==> src/rtl/fan_tach_pkg.sv <==
package fan_tach_pkg;
  typedef enum logic [1:0] {
    MS_IDLE  = 2'd0,
    MS_ARM   = 2'd1,
    MS_COUNT = 2'd2,
    MS_DONE  = 2'd3
  } meas_state_t;

  typedef enum logic [1:0] {
    EM_FALL = 2'b00,
    EM_RISE = 2'b01,
    EM_ANY  = 2'b10,
    EM_RSVD = 2'b11
  } edge_mode_t;

  localparam int DONE_BIT = 31;

  // Width of a counter that spans the largest prescale factor
  function automatic int pre_width(input int div_w);
    return 2 + 2 * ((1 << div_w) - 1);
  endfunction
endpackage

==> src/rtl/tach_edge_detect.sv <==
module tach_edge_detect #(
  parameter int NUM_CH = 16
) (
  input  logic              clk,
  input  logic              rst_n,
  input  logic [NUM_CH-1:0] tach_in,
  output logic [NUM_CH-1:0] rise,
  output logic [NUM_CH-1:0] fall
);
  generate
    for (genvar g = 0; g < NUM_CH; g++) begin : g_ch
      logic meta_q, sync_q, prev_q;
      always_ff @(posedge clk or negedge rst_n) begin
        if (!rst_n) begin
          meta_q <= 1'b0;
          sync_q <= 1'b0;
          prev_q <= 1'b0;
        end else begin
          meta_q <= tach_in[g];
          sync_q <= meta_q;
          prev_q <= sync_q;
        end
      end
      assign rise[g] = sync_q & ~prev_q;
      assign fall[g] = ~sync_q & prev_q;
    end
  endgenerate
endmodule

==> src/rtl/tach_prescaler.sv <==
module tach_prescaler
  import fan_tach_pkg::*;
#(
  parameter int DIV_W = 2
) (
  input  logic             clk,
  input  logic             rst_n,
  input  logic             restart,
  input  logic             run,
  input  logic [DIV_W-1:0] div,
  output logic             tick
);
  localparam int PRE_W = pre_width(DIV_W);

  logic [PRE_W:0]   span;
  logic [PRE_W-1:0] last;
  logic [PRE_W-1:0] pre_q;

  always_comb begin
    span = (PRE_W+1)'(1) << (2 + 2 * int'(div));
    last = PRE_W'(span - 1'b1);
  end

  assign tick = run && (pre_q == last);

  // Restart loads 1 so the restart cycle itself counts toward the first tick
  always_ff @(posedge clk or negedge rst_n) begin
    if (!rst_n)        pre_q <= '0;
    else if (restart)  pre_q <= PRE_W'(1);
    else if (run)      pre_q <= tick ? '0 : pre_q + 1'b1;
  end

  AST_PRE_IN_RANGE: assert property (@(posedge clk) disable iff (!rst_n)
    (run && $stable(div)) |-> (pre_q <= last));
endmodule

==> src/rtl/tach_window.sv <==
module tach_window
  import fan_tach_pkg::*;
#(
  parameter int UNIT_W    = 16,
  parameter int WIN_SHIFT = 4,
  parameter int DIV_W     = 2
) (
  input  logic              clk,
  input  logic              rst_n,
  input  logic              clear,
  input  logic              run,
  input  logic [UNIT_W-1:0] units,
  input  logic [DIV_W-1:0]  div,
  output logic              expired
);
  localparam int WW = UNIT_W + WIN_SHIFT + pre_width(DIV_W);

  logic [WW-1:0] limit;
  logic [WW-1:0] wcnt_q;

  assign limit   = WW'(units) << (WIN_SHIFT + 2 + 2 * int'(div));
  assign expired = run && (wcnt_q >= limit);

  always_ff @(posedge clk or negedge rst_n) begin
    if (!rst_n)                wcnt_q <= '0;
    else if (clear)            wcnt_q <= '0;
    else if (run && !expired)  wcnt_q <= wcnt_q + 1'b1;
  end

  AST_WIN_BOUND: assert property (@(posedge clk) disable iff (!rst_n)
    (run && !clear && $stable(units) && $stable(div)) |=> (wcnt_q <= limit));
endmodule

==> src/rtl/fan_tach_meter.sv <==
module fan_tach_meter
  import fan_tach_pkg::*;
#(
  parameter int NUM_CH    = 16,
  parameter int CNT_W     = 20,
  parameter int UNIT_W    = 16,
  parameter int WIN_SHIFT = 4,
  parameter int DIV_W     = 2
) (
  input  logic              clk,
  input  logic              rst_n,
  input  logic [NUM_CH-1:0] tach_in,
  input  logic [NUM_CH-1:0] ch_enable,
  input  logic [1:0]        edge_mode,
  input  logic [DIV_W-1:0]  clk_div,
  input  logic [UNIT_W-1:0] window_units,
  input  logic              trig_wr,
  input  logic [NUM_CH-1:0] trig_data,
  output logic [31:0]       result
);
  localparam int CH_W = (NUM_CH > 1) ? $clog2(NUM_CH) : 1;
  localparam logic [CNT_W-1:0] CNT_MAX = '1;

  meas_state_t       state_q;
  logic [CH_W-1:0]   sel_q, wr_idx;
  logic [CNT_W-1:0]  cnt_q, res_q;
  logic [NUM_CH-1:0] rise, fall;
  logic              single_bit, start_ok, qual, tick, expired, restart;

  tach_edge_detect #(.NUM_CH(NUM_CH)) u_edge (
    .clk(clk), .rst_n(rst_n), .tach_in(tach_in), .rise(rise), .fall(fall));

  always_comb begin
    wr_idx = '0;
    for (int i = 0; i < NUM_CH; i++)
      if (trig_data[i]) wr_idx = CH_W'(i);
  end

  assign single_bit = (trig_data != '0) && ((trig_data & (trig_data - 1'b1)) == '0);
  assign start_ok   = single_bit && ((trig_data & ch_enable) != '0);

  always_comb begin
    case (edge_mode_t'(edge_mode))
      EM_FALL: qual = fall[sel_q];
      EM_RISE: qual = rise[sel_q];
      EM_ANY:  qual = fall[sel_q] | rise[sel_q];
      default: qual = 1'b0;
    endcase
  end

  assign restart = (state_q == MS_ARM) && !trig_wr && !expired && qual;

  tach_prescaler #(.DIV_W(DIV_W)) u_pre (
    .clk(clk), .rst_n(rst_n), .restart(restart),
    .run(state_q == MS_COUNT), .div(clk_div), .tick(tick));

  tach_window #(.UNIT_W(UNIT_W), .WIN_SHIFT(WIN_SHIFT), .DIV_W(DIV_W)) u_win (
    .clk(clk), .rst_n(rst_n), .clear(trig_wr),
    .run((state_q == MS_ARM) || (state_q == MS_COUNT)),
    .units(window_units), .div(clk_div), .expired(expired));

  always_ff @(posedge clk or negedge rst_n) begin
    if (!rst_n) begin
      state_q <= MS_IDLE;
      sel_q   <= '0;
      cnt_q   <= '0;
      res_q   <= '0;
    end else if (trig_wr) begin
      state_q <= start_ok ? MS_ARM : MS_IDLE;
      sel_q   <= wr_idx;
      cnt_q   <= '0;
      res_q   <= '0;
    end else begin
      case (state_q)
        MS_ARM: begin
          if (expired) begin
            state_q <= MS_DONE;
            res_q   <= '0;
          end else if (qual) begin
            state_q <= MS_COUNT;
            cnt_q   <= '0;
          end
        end
        MS_COUNT: begin
          if (qual) begin
            state_q <= MS_DONE;
            res_q   <= cnt_q;
          end else if (expired) begin
            state_q <= MS_DONE;
            res_q   <= '0;
          end else if (tick && (cnt_q != CNT_MAX)) begin
            cnt_q <= cnt_q + 1'b1;
          end
        end
        default: ;
      endcase
    end
  end

  logic done;
  assign done = (state_q == MS_DONE);

  always_comb begin
    result = '0;
    result[DONE_BIT]    = done;
    result[CNT_W-1:0]   = res_q;
  end

  AST_DONE_HOLDS: assert property (@(posedge clk) disable iff (!rst_n)
    (done && !trig_wr) |=> (done && $stable(res_q)));
  AST_WRITE_CLEARS: assert property (@(posedge clk) disable iff (!rst_n)
    trig_wr |=> !result[DONE_BIT]);
  AST_NO_BAD_START: assert property (@(posedge clk) disable iff (!rst_n)
    (trig_wr && !single_bit) |=> (state_q == MS_IDLE));
  AST_NO_WRAP: assert property (@(posedge clk) disable iff (!rst_n)
    (state_q == MS_COUNT && !trig_wr) |=> (cnt_q >= $past(cnt_q)));
  AST_RSVD_NO_EDGE: assert property (@(posedge clk) disable iff (!rst_n)
    (state_q == MS_ARM && edge_mode == 2'b11 && !trig_wr) |=> (state_q != MS_COUNT));
endmodule

==> config.mk <==
export PLATFORM = sky130hd
export DESIGN_NAME = fan_tach_meter
export DESIGN_NICKNAME = d
export VERILOG_FILES = /design/src/rtl/fan_tach_pkg.sv /design/src/rtl/tach_edge_detect.sv /design/src/rtl/tach_prescaler.sv /design/src/rtl/tach_window.sv /design/src/rtl/fan_tach_meter.sv
export SDC_FILE = /design/constraint.sdc
export NUM_CORES = 1
export LEC_CHECK = 0
export BUFFER_PORTS_ARGS = -buffer_cell sky130_fd_sc_hd__buf_2
export CAP_MARGIN = 10
export CORE_UTILIZATION = 44
export CTS_BUF_LIST = sky130_fd_sc_hd__clkbuf_8
export DETAILED_ROUTE_END_ITERATION = 7
export PLACE_DENSITY = 0.66
export SYNTH_ARGS = -nofsm -noshare
export SYNTH_HDL_FRONTEND = slang
export SYNTH_HIERARCHICAL = 1
export SYNTH_SLANG_ARGS = --single-unit
==> constraint.sdc <==
create_clock -name clk -period 7.1 [get_ports clk]
set_input_delay 1.42 -clock clk [delete_from_list [all_inputs] [get_ports clk]]
set_output_delay 1.42 -clock clk [all_outputs]
set_load 0.02 [all_outputs]
# After elaboration in Yosys (flattened, before gate mapping)
# Index checks and enable logic that the tools add are counted.
op_classes:
  n_reduce_logical: 21
  n_lt_le_gt_ge: 2
  n_shift: 2
  eq_ne: 14
  n_mux: 43
  bitwise_logic: 67
  n_addsub: 7
ops:
  columns: ["op", "n"]
  rows:
  - ["$mux W20", 9]
  - ["$pmux W20 S2", 2]
  - ["$mux W28", 2]
  - ["$mux W4", 13]
  - ["$and A1 B1 Y1", 32]
  - ["$and A16 B16 Y16", 2]
  - ["$not A1 Y1", 32]
  - ["$reduce_bool A16 Y1", 2]
  - ["$shl A1 B32 Y8 const A", 1]
  - ["$shl A16 B32 Y28", 1]
  - ["$add A28 B1 Y28 const B", 1]
  - ["$ge A28 B28 Y1", 1]
  - ["$mux W8", 3]
  - ["$add A20 B1 Y20 const B", 1]
  - ["$ne A20 B20 Y1 const B", 1]
  - ["$logic_not A16 Y1", 1]
  - ["$sub A16 B1 Y16 const B", 1]
  - ["$ne A3 B3 Y1 const B", 5]
  - ["$mux W2", 6]
  - ["$logic_and A1 B1 Y1", 9]
  - ["$add A8 B1 Y8 const B", 1]
  - ["$bmux W1 S4", 2]
  - ["$eq A8 B8 Y1", 1]
  - ["$ne A4 B3 Y1 const B", 2]
  - ["other kinds (17)", 25]
totals:
  output_inout_bits: 32
  regBits: 130
  word_cells: 210
  inputBits: 71

# Longest topological paths before layout
# Gate-level depths: netlist of the first run.
logic_depth:
  ltp_word: 15
  mapped_depth: 21
  ltp_nobuf: 17

# Cells and area by module
# Netlist of the first run, hierarchy kept.
modules_own_cells:
  columns: ["mod", "area_each_um2", "cells_per_inst", "n_inst", "seq_area_each_um2"]
  rows:
  - ["fan_tach_meter", 3125.5, 334, 1, 1151.1]
  - ["tach_window", 2931.6, 355, 1, 700.7]
  - ["tach_edge_detect", 1481.4, 80, 1, 1201.2]
  - ["tach_prescaler", 576.8, 56, 1, 200.2]

# Least setup slack after synthesis of the first run
# OpenSTA, ideal clock, no wires.
synth_timing:
  path_type: "in2reg"
  from: "input port clk_div[0]"
  to: "register cnt_q[15]"
  t_required_ns: 7.027
  t_arrival_ns: 5.516
  n_path_buf: 7
  cell_stages: 20
  slack_ns: 1.511
  setup_ns: 0.073
  cell_sequence: "buf_1 inv_1 ha_1 clkbuf_1 clkbuf_1 buf_1 nor2_1 mux2i_1 ha_1 a21oi_1 o21ai_0 a22oi_2 o21a_1 a31oi_1 buf_2 or4_1 buf_2 buf_6 or4_4 a21oi_2"
synth_via:
  word_cells_on_any_way: 14
  classes_between: "add/sub (3); order compare (1); eq/ne (4); shift (2); reduce/logical (4)"
synth_lines:
  columns: ["item", "line_no", "rtl"]
  rows:
  - ["start: declaration", "fan_tach_meter.sv:15", "input logic [DIV_W-1:0] clk_div,"]
  - ["$add A3 B3 Y4 *", "tach_window.sv:21", "assign limit = WW'(units) << (WIN_SHIFT + 2 + 2 * int'(div));"]
  - ["$shl A16 B32 Y28 *", "tach_window.sv:21", null]
  - ["$ge A28 B28 Y1 *", "tach_window.sv:22", "assign expired = run && (wcnt_q >= limit);"]
  - ["$logic_and A1 B1 Y1 *", "tach_window.sv:22", null]
  - ["via expired", "fan_tach_meter.sv:28", "logic single_bit, start_ok, qual, tick, expired, restart;"]
  - ["$ne A3 B3 Y1 (no source line)", null, null]
  - ["$reduce_and A6 Y1 (no source line) *", null, null]
  - ["end signal: assignment", "fan_tach_meter.sv:92", "cnt_q <= cnt_q + 1'b1;"]
  - ["end: declaration", "fan_tach_meter.sv:26", "logic [CNT_W-1:0] cnt_q, res_q;"]
# The timed path passes the listed nets; every way through them passes the cells marked *.
# A chain may end at the register's enable or synchronous reset.

# Worst setup path after layout of the first run
layout_timing:
  from: "input port clk_div[0]"
  to: "register cnt_q[13]"
# The elaborated chain is that of the path after synthesis.

==> results.json, run 1 <==
{
  "grt_pass1_wl_um": 29700,
  "min_to": "u_edge/g_ch[1].sync_q$_DFF_PN0_",
  "ant_nets": 0,
  "grt_setup_unrepaired": "false",
  "grt_max_degree": 72,
  "synth_ff_type": "dfrtp_1",
  "postSynthAreaPerCell_um2": 9.84,
  "wl_per_cell_um": 16.2,
  "finalCritPeriodShare_pct": 84.1,
  "grt_overflow": 0,
  "reg2reg_depth": 9,
  "reg2reg_from": "u_win/wcnt_q[23]$_DFFE_PN0P_",
  "core-area_um2": 18000,
  "finalHoldViolCount": 0,
  "die_height_um": 138,
  "tns_ns": 0,
  "drc": 0,
  "start_kind": "input pin",
  "grt_usage_pct": 20.0,
  "portBuffers": 91,
  "nets": 998,
  "antenna_cells": 0,
  "std_cell_rows": 49,
  "async_flop_share_pct": 100,
  "htreeDepth": 4,
  "num_io_pins": 103,
  "cp.required_ns": 7.46,
  "start_util_pct": 45.0,
  "worstSetupPathType": "input pin to flop",
  "reg2reg_setup_slack_ns": 3.63,
  "insertion_delay_ns": 0.44,
  "grt_pass1_vias": 5922,
  "drv_slew": 0,
  "cts_tree": "done",
  "final-setup-viol-count": 0,
  "dr.pass1.iters": 5,
  "syn-instance-count": 825,
  "max_freq_ghz": 0.167,
  "yosysWarningCount": 6,
  "worst_pin_slew_ns": 1.08,
  "cts_buffers": 17,
  "synth_edf_count": 0,
  "synth_area_um2": 8120,
  "cts_max_path_buffers": 2,
  "ys_seq_elements": 130,
  "slew_headroom_pct": 27.8,
  "yosysUniqueCellTypes": 72,
  "areaGrowthSynthToFinish_pct": 11.0,
  "vias": 6533,
  "path_max_fanout": 33,
  "cts-root-buf": "clkbuf_8",
  "maxCapViolations": 0,
  "min_from": "u_edge/g_ch[1].meta_q$_DFF_PN0_",
  "die_w_um": 138,
  "cts_hold_buf": 0,
  "p_leak_uw": 0.00401,
  "dp_cells": 1100,
  "finalHoldWorstSlack_ns": 0.346,
  "critical_path_arrival_ns": 6.33,
  "postCtsSetupBuffers": 0,
  "hpwlAfterDp_um": 13100,
  "whs_path_depth": 0,
  "gp_congestion": 0.832,
  "skew_ns": 0.0149,
  "die_area_um2": 19000,
  "drt_iter0_drc": 389,
  "vias_per_cell": 5.77,
  "fin_crit_ns": 5.97,
  "drt-total-wl_um": 18300,
  "hold_path.class": "flop to flop",
  "clk_pin_slew_ns": 0.08,
  "grt_antenna_before_repair": 0,
  "synth-seq-area-share_pct": 40.1,
  "worstReg2RegEnd": "cnt_q[13]$_DFFE_PN0P_",
  "cts.sinks": 130,
  "layout.cells.non_filler": 1132,
  "cts_resized": 0,
  "peakVddDrop_mv": 0.126,
  "status": "complete, no violations",
  "drive_gt1_share_pct": 24.3,
  "worstSetupEndpointType": "flop",
  "powerDensity_nw_per_um2": 195
}
[how the worst max path moves through the flow]
stage / from / to / cells past startpoint
finish: clk_div[0] / cnt_q[13]$_DFFE_PN0P_ / 15
global route: clk_div[0] / u_pre/pre_q[5]$_DFFE_PN0P_ / 18
CTS: clk_div[0] / cnt_q[17]$_DFFE_PN0P_ / 15
detailed placement: clk_div[0] / cnt_q[17]$_DFFE_PN0P_ / 15
global placement: clk_div[0] / cnt_q[17]$_DFFE_PN0P_ / 16
floorplan: clk_div[0] / cnt_q[15]$_DFFE_PN0P_ / 20
[logic make-up after synthesis]
logic type	Yosys count	synth area share, %
compound gates	187	16.2
xor+xnor	11	1.19
fa+ha+maj	38	5.83
buf+inv	75	5.04
flops	130	40.1
mux	52	6.81
other cells	1	0.0462
simple gates	331	24.8
[metal layers]
layer	part of all wire, %	vias up	global-route usage (%)	wire length [um]
li1	-	3199	-	-
met1	46	3164	25.9	8380
met2	48	150	33.2	8850
met3	4.3	20	4.38	792
met4	1.6	0	6.10	285
met5	0	-	0	0
[layout make-up]
class                           count  area (um2)
Inverter                           15        56.3
Fill cell                        1706        9020
Clock buffer                       18         248
Multi-Input combinational cell    630        4490
Clock inverter                     14         179
Sequential cell                   130        3250
Tap cell                          229         287
Timing Repair Buffer               96         495
[layout by cell type (no fill, tap or decap), drive strengths merged, types with 29 or more instances in the layout]
master / n
ha: 37
nand2: 58
nand3: 32
and2b: 32
or4: 32
mux2i: 29
nor2: 40
a21oi: 63
buf: 96
o21ai: 32
dfrtp: 130
[synthesized netlist by cell type (6+ instances only)]
cell	n	area [um2]
dfrtp_1	130	3250
nand2_1	58	218
a21oi_1	57	285
nor2_1	40	150
ha_1	37	463
and2b_2	32	280
nand3_1	30	150
mux2i_1	29	290
or4_1	29	218
o21ai_0	27	135
o31ai_1	27	203
nor2b_1	26	163
buf_4	22	165
mux2_2	22	248
nor3_1	21	105
a32o_1	20	200
clkbuf_1	19	71.3
nand4_1	18	113
and3_1	14	87.6
inv_1	14	52.6
buf_2	12	60.1
nand2b_1	12	75.1
or3_1	10	62.6
a22oi_1	6	45.0
and4_1	6	52.6
xor2_1	6	52.6
[power by group]
| part | switching (uW) | internal, uW |
|---|---|---|
| registers | 37.7 | 771 |
| clock network | 311 | 362 |
| logic | 172 | 105 |
| total | 520 | 1240 |
[critical path: stages]
cell and delay (ns):
buf_2 0.45, inv_1 0.09, ha_1 0.92, o21ai_0 0.27, nor2_1 0.18, a31oi_1 0.07, ha_1 0.36, nand4_1 0.21
nor3_1 0.09, a22oi_2 0.24, o21a_1 0.21, a31oi_1 0.27, or4_1 0.84, or4_1 0.55, a21oi_1 0.15
[registers in the layout (all words and copies together) (netlist names)]
register	cells
cnt_q	20
res_q	20
sel_q	4
state_q	2
u_edge/g_ch.meta_q	16
u_edge/g_ch.prev_q	16
u_edge/g_ch.sync_q	16
u_pre/pre_q	8
u_win/wcnt_q	28
[per-stage QoR]
stage / setup WS (ns) / power, uW / util [%] / area, um2
6_report: 1.13 / 1760 / 50.0 / 9010
5_1_grt: 0.713 / 1850 / 50.0 / 9010
4_1_cts: 1.19 / 1780 / 50.0 / 9010
3_5_place_dp: 0.708 / 1100 / 47.6 / 8580
3_3_place_gp: 0.846 / 1100 / 47.6 / 8580
2_1_floorplan: 1.51 / 1030 / - / 8150
Power figures use the tool's default switching activity.
==> run 2, diff against run 1 <==
clock period = 6.05 ns   (was 7.1 ns; I/O delays follow)
==> run 2 against run 1 <==
Net effect: via count fell by 0.55%; sequential power rose by 17%; sequential cell count did not move; non-clock buffer count rose by 5; final area barely moved; worst setup slack got worse by 0.044 ns; register-to-register slack got worse by 1.0 ns; sequential share of layout area barely moved; critical path type unchanged.
==> results.json, run 2 (synthesized netlist as in run 1, its figures left out) <==
{
  "fillCellCount": 1679,
  "p_leak_uw": 0.00402,
  "drive_gt1_share_pct": 24.6,
  "peakVddDrop_mv": 0.145,
  "reg2reg_from": "sel_q[2]$_DFFE_PN0P_",
  "antenna_cells": 0,
  "path_max_fanout": 28,
  "cts_hold_buf": 0,
  "path_cells": "buf_2 > inv_1 > ha_1 > buf_4 > mux2i_1 > ha_1 > nand4_1 > nor3_1 > a22oi_2 > o21a_1 > a31oi_1 > buf_4 > or4_1 > or4_4 > a21oi_2",
  "dr.pass1.iters": 5,
  "finalHoldWorstSlack_ns": 0.342,
  "wl_met2_um": 8960,
  "routed.top_layer": "met4",
  "start_kind": "input pin",
  "finalHoldViolCount": 0,
  "clk_pin_slew_ns": 0.09,
  "dpl_worst_slack_ns": 0.628,
  "areaGrowthSynthToFinish_pct": 11.0,
  "regArea_um2": 3250,
  "die_height_um": 138,
  "portBuffers": 91,
  "cts.sinks": 130,
  "worstSetupPathType": "input pin to flop",
  "core-area_um2": 18000,
  "layout_commonest_cell": "dfrtp_1",
  "start_util_pct": 45.0,
  "tns_ns": 0,
  "skew_ns": 0.0188,
  "hold_path.class": "flop to flop",
  "cp_slowest_cell": "or4_1",
  "critical_path_arrival_ns": 5.34,
  "largest_register_ffs": 28,
  "nets": 1003,
  "drc": 0,
  "max_freq_ghz": 0.201,
  "finalCritPeriodShare_pct": 82.1,
  "num_io_pins": 103,
  "die_area_um2": 19000,
  "grt_usage_pct": 20.3,
  "cts-root-buf": "clkbuf_8",
  "path_buf_inv": 4,
  "drt_iter0_drc": 448,
  "dpl_cell_area_um2": 8620,
  "powerDensity_nw_per_um2": 223,
  "largest_register": "u_win/wcnt_q",
  "cts_tree": "done",
  "gp_congestion": 0.831,
  "stdcell_area_um2": 9010,
  "vias_per_cell": 5.71,
  "multi_input_area_um2": 4490,
  "setup_ws_ns": 1.08,
  "cts_buffers": 17,
  "htreeDepth": 4,
  "crit_path_max_incr_delay_ns": 0.77,
  "grt_antenna_before_repair": 0,
  "status": "complete, no violations",
  "postCtsSetupBuffers": 0,
  "wl_per_cell_um": 16.3,
  "slew_headroom_pct": 42.5,
  "reg.largest.list": "u_win/wcnt_q x28, cnt_q x20, res_q x20",
  "cp.required_ns": 6.42,
  "fin_crit_ns": 4.97,
  "ant_nets": 0,
  "grt_pass1_vias": 5966,
  "hpwlAfterDp_um": 13200,
  "cts_max_path_buffers": 2,
  "drt-total-wl_um": 18500,
  "std_cell_rows": 49,
  "utilization_pct": 50.0,
  "cts_resized": 0,
  "final_cell_mix": "dfrtp_1, buf_2, nand2_1, a21oi_1, nor2_1",
  "crit_family": "simple AND/OR/NAND/NOR gates",
  "dr_wl_met3_um": 681,
  "worst_pin_slew_ns": 0.863,
  "grt_pass1_wl_um": 30100,
  "startpoint": "clk_div[1]",
  "final-setup-viol-count": 0,
  "worstSetupEndpointType": "flop",
  "grt_overflow": 0,
  "met1Wirelength_um": 8580,
  "insertion_delay_ns": 0.44,
  "grt_max_degree": 64,
  "maxCapViolations": 0,
  "vias": 6497,
  "min_from": "u_edge/g_ch[15].meta_q$_DFF_PN0_",
  "grt_setup_unrepaired": "false",
  "die_w_um": 138,
  "drv_slew": 0
}
run 2: cell count changes in the layout (fill, tap and decap cells not counted), sizes merged:
cell,before,now
clkbuf,18,17
inv,20,22
clkinvlp,2,3
buf,96,101
bufinv,3,2
clkinv,4,3
run 2: through the flow:
stage | cells | power (uW)
finish | 1137 | 2010
global route | 1137 | 2120
CTS | 1137 | 2040
detailed placement | 1105 | 1300
global placement | 1105 | 1290
floorplan | 835 | 1210
run 2: layout make-up:
class | count | share of cell area (%)
sequential | 130 | 36.1
clock buffer | 17 | 2.60
clock inverter | 15 | 1.74
inverter | 15 | 0.625
timing repair buffer | 101 | 5.92
multi-input combinational | 630 | 49.8
tap | 229 | 3.18
run 2: metal layers:
layer / up-vias / track usage [%]
met4: 0 / 6.64
li1: 3203 / -
met1: 3124 / 26.9
met3: 17 / 3.35
met2: 153 / 33.6
met5: - / 0
run 2: path summary, 6_finish.rpt:
check / slack (ns) / cells past startpoint / endpoint
max: 1.08 / 15 / cnt_q[17]$_DFFE_PN0P_
min: 0.34 / 0 / u_edge/g_ch[15].sync_q$_DFF_PN0_
max in group asynchronous: 4.41 / 2 / u_win/wcnt_q[11]$_DFFE_PN0P_
max reg2reg: 2.62 / 10 / u_pre/pre_q[7]$_DFFE_PN0P_
min reg2reg: 0.34 / 0 / u_edge/g_ch[15].sync_q$_DFF_PN0_
min in group asynchronous: 0.60 / 1 / u_edge/g_ch[13].sync_q$_DFF_PN0_
run 2: report_power, final:
group | internal [uW] | switching, uW | total (uW)
combinational | 125 | 204 | 329
clock | 369 | 366 | 735
sequential | 905 | 44.2 | 949
total | 1400 | 614 | 2010
==> run 3, diff against run 2 <==
PLACE_DENSITY = 0.69   (was 0.66)
clock period = 4.2 ns   (was 6.05 ns; I/O delays follow)
==> run 3 against run 2 <==
Net effect: sequential share of layout area fell by 1.9 points; clock power is 56% higher; core utilization is 2.9 points higher; clock-buffer cell count up 4; largest power group unchanged; highest routed layer unchanged.
==> results.json, run 3 (synthesized netlist as in run 1, its figures left out) <==
{
  "grt_pass1_wl_um": 30400,
  "p_int_uw": 2190,
  "design_power_total_uw": 3060,
  "critical_path_arrival_ns": 4.35,
  "cts_max_path_buffers": 2,
  "drive_gt1_share_pct": 29.5,
  "die_w_um": 138,
  "status": "complete, no violations",
  "cts_tree": "done",
  "wl_per_cell_um": 15.3,
  "cts_buffers": 17,
  "path_max_fanout": 9,
  "skew_ns": 0.0110,
  "drt-total-wl_um": 18000,
  "drv_slew": 0,
  "std_cell_rows": 49,
  "ant_nets": 0,
  "dr.pass1.iters": 4,
  "grt_antenna_before_repair": 0,
  "final_cell_mix": "dfrtp_1, buf_2, nand2_1, a21oi_1, buf_4",
  "cts_hold_buf": 0,
  "busiest_layer": "met2",
  "globalRouteMet1Util_pct": 27.0,
  "peakVddDrop_mv": 0.244,
  "cts-root-buf": "clkbuf_8",
  "vias_per_cell": 5.62,
  "num_io_pins": 103,
  "powerDensity_nw_per_um2": 321,
  "areaGrowthSynthToFinish_pct": 17.4,
  "grt_usage_pct": 20.3,
  "start_util_pct": 45.0,
  "slew_headroom_pct": 34.3,
  "combPwrFrac_pct": 17.9,
  "fillCellCount": 1616,
  "switching_share_pct": 28.5,
  "drc": 0,
  "met2_usage_pct": 33.5,
  "cts.sinks": 130,
  "p_leak_uw": 0.00427,
  "hold_path.class": "flop to flop",
  "hpwlAfterDp_um": 13100,
  "grt_use_met3_pct": 3.16,
  "core-area_um2": 18000,
  "gp_congestion": 0.827,
  "portBuffers": 91,
  "grt_pass1_vias": 6296,
  "nets": 1049,
  "worst_pin_slew_ns": 0.986,
  "pwr-share-clk_pct": 37.5,
  "drt_iter0_drc": 458,
  "max_freq_ghz": 0.250,
  "fin_crit_ns": 4.00,
  "switching_power_uw": 871,
  "power_frac_seq_pct": 44.6,
  "grt_overflow": 0,
  "maxCapViolations": 0,
  "reg.largest.list": "u_win/wcnt_q x28, cnt_q x20, res_q x20",
  "clk_pin_slew_ns": 0.07,
  "worstSetupEndpointType": "flop",
  "layout.cells.non_filler": 1183,
  "dp_cells": 1149,
  "layout_commonest_cell": "dfrtp_1",
  "largest_register_ffs": 28,
  "die_area_um2": 19000,
  "die_height_um": 138,
  "largest_register": "u_win/wcnt_q",
  "antenna_cells": 0,
  "insertion_delay_ns": 0.44,
  "cp.required_ns": 4.55,
  "finalHoldViolCount": 0,
  "finalHoldWorstSlack_ns": 0.350,
  "vias": 6648,
  "final-setup-viol-count": 0,
  "htreeDepth": 4,
  "reg2reg_setup_slack_ns": 1.09,
  "finalCritPeriodShare_pct": 95.2,
  "grt_max_degree": 70,
  "worstSetupPathType": "input pin to flop",
  "start_kind": "input pin"
}
[run 3: path summary, 6_finish.rpt]
check / from / endpoint / cells past startpoint
max in group asynchronous: rst_n / cnt_q[12]$_DFFE_PN0P_ / 2
setup reg to reg: state_q[0]$_DFFE_PN0P_ / cnt_q[17]$_DFFE_PN0P_ / 10
hold / removal: u_edge/g_ch[2].meta_q$_DFF_PN0_ / u_edge/g_ch[2].sync_q$_DFF_PN0_ / 0
setup / recovery: clk_div[0] / cnt_q[14]$_DFFE_PN0P_ / 18
hold reg to reg: u_edge/g_ch[2].meta_q$_DFF_PN0_ / u_edge/g_ch[2].sync_q$_DFF_PN0_ / 0
min in group asynchronous: rst_n / u_edge/g_ch[13].sync_q$_DFF_PN0_ / 1
[run 3: timing repair]
action                     CTS  global route
setup buffers                0             2
gates resized for setup      0             9
setup endpoints to repair    0             6
[run 3: power groups by stage]
stage               registers, uW  clock network [uW]  logic [uW]
floorplan                    1360                   0         396
global placement             1390                   0         530
detailed placement           1390                   0         542
CTS                          1370                1180         544
global route                 1380                1240         615
finish                       1370                1150         548
[run 3: worst max-delay path, cell delays in order]
cell and delay, ns:
buf_2 0.15, inv_4 0.04, ha_4 0.28, buf_6 0.15
buf_4 0.13, a211oi_2 0.24, a21oi_2 0.06, ha_1 0.33
a21oi_1 0.16, o21ai_1 0.10, a22oi_2 0.17, o21a_1 0.18
a31oi_2 0.14, buf_4 0.19, or3_1 0.40, nor3_1 0.17
or3b_2 0.45, a21oi_1 0.16
[run 3: per-stage QoR]
stage          TNS, ns  utilization (%)  setup slack (ns)  area [um2]
3_5_place_dp     -7.57             50.2            -0.286        9040
4_1_cts              0             52.6             0.192        9480
2_1_floorplan   -0.134                -           -0.0798        8260
3_3_place_gp     -5.25             50.2            -0.178        9040
6_report             0             52.8             0.204        9520
5_1_grt        -0.0190             52.8           -0.0190        9520
[run 3: final cells by class]
type | instances | area, um2 | area share, %
Timing Repair Buffer | 147 | 920 | 9.66
Multi-Input combinational cell | 630 | 4570 | 48.0
Tap cell | 229 | 287 | 3.01
Inverter | 15 | 58.8 | 0.617
Clock buffer | 21 | 289 | 3.03
Sequential cell | 130 | 3250 | 34.2
Clock inverter | 11 | 150 | 1.58
[run 3: per-layer routing]
metal	wire, um	share of wire, %
met3	621	3.4
met1	8470	47
met4	306	1.7
met2	8650	48
met5	0	0
